**config.mk**
```make
export PLATFORM = sky130hd
export DESIGN_NAME = sat_mac
export DESIGN_NICKNAME = d
export VERILOG_FILES = /design/src/rtl/mac_pkg.sv /design/src/rtl/mac_product.sv /design/src/rtl/mac_saturate.sv /design/src/rtl/sat_mac.sv
export SDC_FILE = /design/constraint.sdc
export NUM_CORES = 2
export LEC_CHECK = 0
export ABC_AREA = 1
export BUFFER_PORTS_ARGS = -buffer_cell sky130_fd_sc_hd__buf_2
export CAP_MARGIN = 10
export CORE_MARGIN = 4
export CORE_UTILIZATION = 30
export DETAILED_ROUTE_END_ITERATION = 7
export SKIP_CTS_REPAIR_TIMING = 1
export SLEW_MARGIN = 0
export SYNTH_ARGS = -nofsm -noshare
export SYNTH_HDL_FRONTEND = slang
export SYNTH_SLANG_ARGS = --single-unit
```
**constraint.sdc**
```tcl
create_clock -name clk -period 25.9 [get_ports clk]
set_input_delay 3.885 -clock clk [delete_from_list [all_inputs] [get_ports clk]]
set_output_delay 3.885 -clock clk [all_outputs]
set_load 0.02 [all_outputs]
```
**src/rtl/mac_pkg.sv**
```systemverilog
package mac_pkg;
  typedef enum logic {
    OP_LONG = 1'b0,
    OP_WORD = 1'b1
  } mac_op_e;
endpackage

```
**src/rtl/mac_product.sv**
```systemverilog
module mac_product #(
  parameter int DW = 32,
  parameter int NW = 16
) (
  input  mac_pkg::mac_op_e op,
  input  logic [DW-1:0]    a,
  input  logic [DW-1:0]    b,
  output logic [2*DW-1:0]  prod
);
  localparam int FW = 2 * DW;

  // sign-extend an operand from the width chosen by the operation kind
  function automatic logic [FW-1:0] widen(input logic [DW-1:0] v, input mac_pkg::mac_op_e k);
    if (k == mac_pkg::OP_WORD) return {{(FW-NW){v[NW-1]}}, v[NW-1:0]};
    return {{(FW-DW){v[DW-1]}}, v};
  endfunction

  // low FW bits of a two's complement product are sign-independent
  function automatic logic [FW-1:0] mul_wrap(input logic [FW-1:0] x, input logic [FW-1:0] y);
    return x * y;
  endfunction

  assign prod = mul_wrap(widen(a, op), widen(b, op));
endmodule

```
**src/rtl/mac_saturate.sv**
```systemverilog
module mac_saturate #(
  parameter int DW     = 32,
  parameter int NEG_W  = 16,
  parameter int KEEP_W = 15
) (
  input  logic [2*DW-1:0]  sum,
  input  mac_pkg::mac_op_e op,
  input  logic             sat_en,
  output logic [DW-1:0]    nxt_hi,
  output logic [DW-1:0]    nxt_lo,
  output logic             sum_neg,
  output logic             word_under,
  output logic             word_over
);
  localparam int FW = 2 * DW;
  localparam logic [DW-1:0] NEG_SET  = {{NEG_W{1'b1}}, {(DW-NEG_W){1'b0}}};
  localparam logic [DW-1:0] POS_KEEP = {{(DW-KEEP_W){1'b0}}, {KEEP_W{1'b1}}};
  localparam logic [DW-1:0] LIM_MIN  = {1'b1, {(DW-1){1'b0}}};
  localparam logic [DW-1:0] LIM_MAX  = {1'b0, {(DW-1){1'b1}}};
  localparam logic [DW-1:0] OVF_MARK = {{(DW-1){1'b0}}, 1'b1};

  // true when the sum is representable as a signed DW-bit value
  function automatic logic fits_half(input logic [FW-1:0] s);
    return (&s[FW-1:DW-1]) | ~(|s[FW-1:DW-1]);
  endfunction

  function automatic logic [DW-1:0] clamp_long_hi(input logic [DW-1:0] h, input logic neg);
    return neg ? (h | NEG_SET) : (h & POS_KEEP);
  endfunction

  logic in_range;
  assign sum_neg    = sum[FW-1];
  assign in_range   = fits_half(sum);
  assign word_under = sum_neg & ~in_range;
  assign word_over  = ~sum_neg & ~in_range;

  always_comb begin
    nxt_hi = sum[FW-1:DW];
    nxt_lo = sum[DW-1:0];
    if (sat_en) begin
      if (op == mac_pkg::OP_LONG) begin
        nxt_hi = clamp_long_hi(sum[FW-1:DW], sum_neg);
      end else if (word_under) begin
        nxt_hi = OVF_MARK;
        nxt_lo = LIM_MIN;
      end else if (word_over) begin
        nxt_hi = OVF_MARK;
        nxt_lo = LIM_MAX;
      end
    end
  end
endmodule

```
**src/rtl/sat_mac.sv**
```systemverilog
module sat_mac #(
  parameter int DW     = 32,
  parameter int NW     = 16,
  parameter int NEG_W  = 16,
  parameter int KEEP_W = 15
) (
  input  logic          clk,
  input  logic          rst_n,
  input  logic          op_valid,
  input  logic          op_word,
  input  logic          sat_en,
  input  logic [DW-1:0] opnd_a,
  input  logic [DW-1:0] opnd_b,
  input  logic          clear,
  input  logic          hi_load,
  input  logic [DW-1:0] hi_wdata,
  input  logic          lo_load,
  input  logic [DW-1:0] lo_wdata,
  output logic [DW-1:0] acc_hi,
  output logic [DW-1:0] acc_lo,
  output logic          res_valid
);
  localparam int FW = 2 * DW;

  mac_pkg::mac_op_e op;
  logic [FW-1:0]    prod;
  logic [FW-1:0]    sum;
  logic [DW-1:0]    nxt_hi, nxt_lo;
  logic             sum_neg, word_under, word_over;
  logic             acc_go;

  assign op     = mac_pkg::mac_op_e'(op_word);
  assign acc_go = op_valid & ~clear;
  assign sum    = {acc_hi, acc_lo} + prod;

  mac_product #(.DW(DW), .NW(NW)) u_prod (
    .op(op), .a(opnd_a), .b(opnd_b), .prod(prod)
  );

  mac_saturate #(.DW(DW), .NEG_W(NEG_W), .KEEP_W(KEEP_W)) u_sat (
    .sum(sum), .op(op), .sat_en(sat_en),
    .nxt_hi(nxt_hi), .nxt_lo(nxt_lo),
    .sum_neg(sum_neg), .word_under(word_under), .word_over(word_over)
  );

  always_ff @(posedge clk) begin
    if (!rst_n) begin
      acc_hi    <= '0;
      acc_lo    <= '0;
      res_valid <= 1'b0;
    end else begin
      res_valid <= acc_go;
      if (clear) begin
        acc_hi <= '0;
        acc_lo <= '0;
      end else if (acc_go) begin
        acc_hi <= nxt_hi;
        acc_lo <= nxt_lo;
      end else begin
        if (hi_load) acc_hi <= hi_wdata;
        if (lo_load) acc_lo <= lo_wdata;
      end
    end
  end

  // clear empties both halves and suppresses the pulse
  assert_clear_zero_R8: assert property (@(posedge clk) disable iff (!rst_n)
    clear |=> (acc_hi == '0 && acc_lo == '0 && !res_valid));

  // valid pulse follows an accepted operation only
  assert_valid_pulse_R10: assert property (@(posedge clk) disable iff (!rst_n)
    acc_go |=> res_valid);
  assert_valid_quiet_R10: assert property (@(posedge clk) disable iff (!rst_n)
    !acc_go |=> !res_valid);

  // negative long saturation sets the top of the high half
  assert_long_neg_R4: assert property (@(posedge clk) disable iff (!rst_n)
    (acc_go && op == mac_pkg::OP_LONG && sat_en && sum_neg)
      |=> (acc_hi[DW-1:DW-NEG_W] == '1));

  // non-negative long saturation clears the high half above KEEP_W
  assert_long_pos_R5: assert property (@(posedge clk) disable iff (!rst_n)
    (acc_go && op == mac_pkg::OP_LONG && sat_en && !sum_neg)
      |=> (acc_hi[DW-1:KEEP_W] == '0));

  // word underflow clamps to the negative limit with marker
  assert_word_under_R6: assert property (@(posedge clk) disable iff (!rst_n)
    (acc_go && op == mac_pkg::OP_WORD && sat_en && word_under)
      |=> (acc_hi == DW'(1) && acc_lo == {1'b1, {(DW-1){1'b0}}}));

  // word overflow clamps to the positive limit with marker
  assert_word_over_R7: assert property (@(posedge clk) disable iff (!rst_n)
    (acc_go && op == mac_pkg::OP_WORD && sat_en && word_over)
      |=> (acc_hi == DW'(1) && acc_lo == {1'b0, {(DW-1){1'b1}}}));

  // an idle-cycle load lands in the high half
  assert_hi_load_R9: assert property (@(posedge clk) disable iff (!rst_n)
    (hi_load && !op_valid && !clear) |=> (acc_hi == $past(hi_wdata)));
endmodule

```
Word-level counts from Yosys, hierarchy flattened. Index checks and enable logic that the tools add are counted. Widths: inputs -> output; s select.

Register bits after elaboration: 65. Bits in latches: 0. Memory bits (writable): 0. ROM bits: 0. Bits of input ports: 136. Output and inout port bits: 65. Logic and storage cells: 37. Memories kept: 0.

$add $sub $neg: 1. Multiply operators: 1. Divide/modulo/power cells: 0. $lt $le $gt $ge: 0. Eq/ne operators: 0. Shift operators: 0. Multiplexer cells: 18. Bitwise operators: 9. Reductions and logical operators: 5.

Operators by type and width (count): $mux 32 (13); $mux 64 (4); $add 64x64->64 (1); $mul 64x64->64 (1); $reduce_and 33->1 (1); $reduce_or 33->1 (1); $not 1->1 (5); $reduce_bool 2->1 (2); $and 1x1->1 (3); $reduce_or 2->1 (1); $mux 1 (1); $or 1x1->1 (1).

Longest topological paths before layout.
Depth after elaboration: 14. Gate-level depth with buffers: 54. Mapped depth without buffers: 53.

Cells and area by module. From an unflattened synthesis, not the netlist that was laid out.

Cells, all modules: 7502. Area, all modules: 56693.1 sq um.

Modules (own cells, without submodules): mac_product (instances 1, cells an instance 5570, area each 46853.7 sq um, sequential area each 0.0 sq um); sat_mac (instances 1, cells an instance 1709, area each 8917.3 sq um, sequential area each 1301.2 sq um); mac_saturate (instances 1, cells an instance 223, area each 922.1 sq um, sequential area each 0.0 sq um).

Worst setup path after synthesis. OpenSTA, ideal clock, no wires.

Path type: in2reg. Start: in opnd_a[15]. End: reg acc_lo[11]. Library setup time: 0.071 ns. Data arrival time: 13.366 ns. Required time: 25.829 ns. Setup slack: 12.463 ns. Stages: 46. Buffers on the path: 4. Cells stage by stage: buf_2 > nand2_1 > inv_1 > a21oi_1 > inv_1 > clkbuf_1 > nand2_1 > inv_1 > fa_1 > inv_1 > fa_1 > inv_1 > fa_1 > inv_1 > fa_1 > inv_1 > fa_1 > inv_1 > [10 not listed] > o21ai_0 > a21oi_1 > nand2_1 > a21oi_1 > nand2_1 > nand2_1 > nand2_1 > nor2_1 > nand2_1 > nor2_1 > nand3_2 > nand3_2 > buf_6 > buf_8 > nand2_1 > nand2_1 > nand2_1 > a21oi_2.

Word-level cells in the longest chain between the ends: 14. Elaborated cells on any way between the ends: 17. Those cells by class: add/sub: 1; mul: 1; mux: 7; bitwise: 6; reduce/logical: 2.

RTL lines: from (decl) (line sat_mac.sv:12) `input logic [DW-1:0] opnd_a,`; $mux 64 (line mac_product.sv:14) `if (k == mac_pkg::OP_WORD) return {{(FW-NW){v[NW-1]}}, v[NW-1:0]};`; $mux 64 (*) (line mac_product.sv:15) `return {{(FW-DW){v[DW-1]}}, v};`; $mul 64x64->64 (*) (line mac_product.sv:20) `return x * y;`; $add 64x64->64 (*) (line sat_mac.sv:34) `assign sum = {acc_hi, acc_lo} + prod;`; $reduce_or 33->1 (line mac_saturate.sv:24) `return (&s[FW-1:DW-1]) | ~(|s[FW-1:DW-1]);`; $not 1->1 (line mac_saturate.sv:24); $or 1x1->1 (line mac_saturate.sv:24); $not 1->1 (line mac_saturate.sv:34, mac_saturate.sv:35); $and 1x1->1 (line mac_saturate.sv:35) `assign word_over = ~sum_neg & ~in_range;`; $mux 32 (line mac_saturate.sv:46) `end else if (word_over) begin`; $mux 32 (*) (line mac_saturate.sv:43) `end else if (word_under) begin`; $mux 32 (*) (line mac_saturate.sv:41) `if (op == mac_pkg::OP_LONG) begin`; $mux 32 (*) (line mac_saturate.sv:40) `if (sat_en) begin`; $mux 32 (*) (line sat_mac.sv:56) `end else if (acc_go) begin`; to (signal assigned) (line sat_mac.sv:58) `acc_lo <= nxt_lo;`; to (signal assigned) (line sat_mac.sv:61) `if (lo_load) acc_lo <= lo_wdata;`; to (decl) (line sat_mac.sv:20) `output logic [DW-1:0] acc_lo,`.

Mark *: on every way between the ends. The rest lies on a longest branch, timed or not. The select of a mux whose other input is x is not followed. A chain may end at the register's enable or synchronous reset.

Final worst setup path.
Start: in op_word. End: reg acc_lo[21].

Word-level cells in the longest chain between the ends: 14. Elaborated cells on any way between the ends: 18. Those cells by class: add/sub: 1; mul: 1; mux: 8; bitwise: 6; reduce/logical: 2.

RTL lines: from (decl) (line sat_mac.sv:10) `input logic op_word,`; $mux 1 (line mac_product.sv:14); $mux 64 (line mac_product.sv:15); $mul 64x64->64 (line mac_product.sv:20); $add 64x64->64 (line sat_mac.sv:34); $reduce_or 33->1 (line mac_saturate.sv:24); $not 1->1 (line mac_saturate.sv:24); $or 1x1->1 (line mac_saturate.sv:24); $not 1->1 (line mac_saturate.sv:34, mac_saturate.sv:35); $and 1x1->1 (line mac_saturate.sv:35); $mux 32 (line mac_saturate.sv:46); $mux 32 (line mac_saturate.sv:43); $mux 32 (line mac_saturate.sv:41); $mux 32 (*) (line mac_saturate.sv:40); $mux 32 (*) (line sat_mac.sv:56).

Mark *: on every way between the ends. The rest lies on a longest branch, timed or not.

==> results.py <==
metrics = {
    "floorplan": {
        "start_util": 0.302,
        "die_w_um": 430,
        "fp.dieH_um": 430,
        "dieArea_mm2": 0.185,
        "core_mm2": 0.177,
        "rows": 154,
        "ios": 201,
    },
    "worst_setup_path": {
        "cpMostUsedCell": "nand2_1",
        "critPathSlowestCell": "nand2_1",
        "critical_path_class": "in2reg",
        "crit_required_ns": 26.20,
        "crit_fanout": 47,
        "path_buf_inv": 15,
        "arrival_ns": 16.14,
        "critical_path.endpoint_type": "register",
        "startpoint_type": "input pin",
        "path_delay_family": "adder cells",
        "slowest_delay_ns": 0.67,
    },
    "logic_synthesis": {
        "ys_types": 38,
        "synth_edf_count": 0,
        "yosys_warnings": 0,
        "synth_async_sr_flop_share": 0,
        "yosys_register_bits": 65,
        "syn_area_per_cell_um2": 7.94,
        "ys.flop_type": "dfxtp_1",
        "syn_inst": 6726,
        "syn_area_mm2": 0.0534,
        "yosysSeqAreaShare": 0.0244,
        "syn_nets": 8596,
    },
    "grt": {
        "grt_usage": 0.210,
        "antenna_found_initial": 17,
        "gr-total-overflow": 0,
        "grt_first_pass_wirelength_mm": 292,
        "grt_pass1_vias": 45499,
        "grt_max_degree": 52,
    },
    "sta": {
        "fmax_ghz": 0.0631,
        "slew_headroom": 0.169,
        "finalSetupTns_ns": 0,
        "tightest_slew_ns": 1.25,
        "setup_violations": 0,
        "finalClockSkew_ns": 0.0131,
        "slew_viol_final": 0,
        "final-hold-violation-count": 0,
        "min_period_ns": 15.84,
        "fin_crit_sh": 0.612,
        "grt_setup_unrepaired": "false",
        "layout_setup_ws_ns": 10.06,
    },
    "placed_design": {
        "dp.cells": 9107,
        "pre_cts_ws_ns": 9.74,
        "hpwl_mm": 173,
        "place_congestion": 0.961,
        "port_buffers": 200,
    },
    "drt": {
        "wl_mm": 191,
        "vias_per_cell": 4.62,
        "post_drt_wl_per_cell_um": 20.9,
        "vias": 42206,
        "drtPass1Iterations": 6,
        "drc": 0,
        "drtIter0Drc": 3223,
        "ant_nets": 0,
    },
    "outcome": {
        "outcome": "complete, no violations",
    },
    "cts": {
        "clk_path_buf_depth": 2,
        "h-tree-depth": 3,
        "clkSinkCount": 65,
        "cts-root-buf": "clkbuf_16",
        "tritoncts": "yes",
        "cts_buffers": 9,
        "clk_latency_ns": 0.38,
        "cts.clk_slew.worst_paths_ns": 0.06,
    },
    "finish": {
        "final_nets": 8649,
        "area_growth_pct": 7.22,
        "layout_commonest_cell": "inv_1",
        "final_util": 0.324,
        "fin_cells": 9132,
        "drive_gt1_frac": 0.0535,
        "final_cell_mix": "inv_1, nand2_1, fa_1",
    },
    "hold_path": {
        "hp-class": "reg2reg",
    },
    "job": {
        "drv_cap": 0,
    },
}
-- cells by family after synthesis --
group,Yosys count,synth area share
AOI/OAI and AO/OA,248,0.0252
DFF,65,0.0244
xor gates and xnor gates,64,0.0105
and+or+nand+nor,2323,0.172
buffers and inverters,2292,0.162
adders and majority gates,1734,0.606
-- registers in the layout, indices dropped and copies added, names as in the netlist --
signal	count
res_valid	1
acc_hi	32
acc_lo	32
-- per-layer routing --
metal	wire length [um]	global-route usage
met1	79800	0.281
met2	88800	0.344
met3	11200	0.0192
met4	10900	0.0982
met5	0	0
-- per-stage QoR --
step / hold WS [ns] / cell area, um^2
5_1_grt: 0.529 / 57300
4_1_cts: 0.505 / 57200
3_3_place_gp: 0.482 / 56900
2_1_floorplan: 0.557 / 53400
6_report: 0.507 / 57300
3_5_place_dp: 0.495 / 56900
-- Yosys cell counts (2+ instances only) --
library cell  instances  share of area
or2_2                 4        0.00047
nand4_1              28         0.0033
nand3b_1              6        0.00084
nand2_1            1630           0.11
inv_2                17         0.0012
o31ai_1               2        0.00028
buf_2                 5        0.00047
clkbuf_1            186          0.013
buf_1                12        0.00084
o21bai_1             12         0.0017
buf_8                 2        0.00056
nand3_2               8         0.0015
nand3_1             121          0.011
xnor2_1              19         0.0031
nor2_1              465          0.033
nand2_2              14         0.0016
fa_1               1421           0.53
buf_6                 4        0.00084
o21ai_0              72         0.0067
ha_1                313          0.073
nor2_2               22         0.0026
dfxtp_1              65          0.024
and3_1                4        0.00047
nor4_1                3        0.00035
xor2_1               45         0.0074
inv_1              2041           0.14
nor3_1               10        0.00094
a21oi_2              18         0.0030
buf_4                 4        0.00056
a21oi_1             143          0.013
and2_1                4        0.00047
clkinv_1             20         0.0014
-- worst register-to-register path, delay by kind of cell, from the launching register on --
| family | cells | cell delay (ns) |
|---|---|---|
| adder cells (fa/ha/maj) | 7 | 3.69 |
| AND/OR/NAND/NOR | 17 | 2.78 |
| buffers and inverters | 5 | 0.71 |
| flip-flops | 1 | 0.45 |
| AO/OA/AOI/OAI | 1 | 0.12 |
-- path summary, 6_finish.rpt --
check | slack [ns] | startpoint | to | cells past startpoint
max | 10.06 | op_word | acc_lo[21] | 49
min | 0.51 | acc_lo[0] | acc_lo[0] | 2
max reg2reg | 18.11 | acc_hi[4] | acc_lo[21] | 30
min reg2reg | 0.51 | acc_lo[0] | acc_lo[0] | 2
-- cell type report --
cell class / count / area [um^2]
repair buffers: 255 / 1430
well taps: 2340 / 2930
diodes: 9 / 22.5
clock inverters: 4 / 77.6
inverters: 2079 / 7810
clock buffers: 11 / 243
multi-input cells: 4369 / 43500
flip-flops and latches: 65 / 1300
fillers: 18716 / 119000
Power is left out: the tool's default activity adds up to more than one toggle a clock period on the data nets, which glitch-free logic cannot reach.
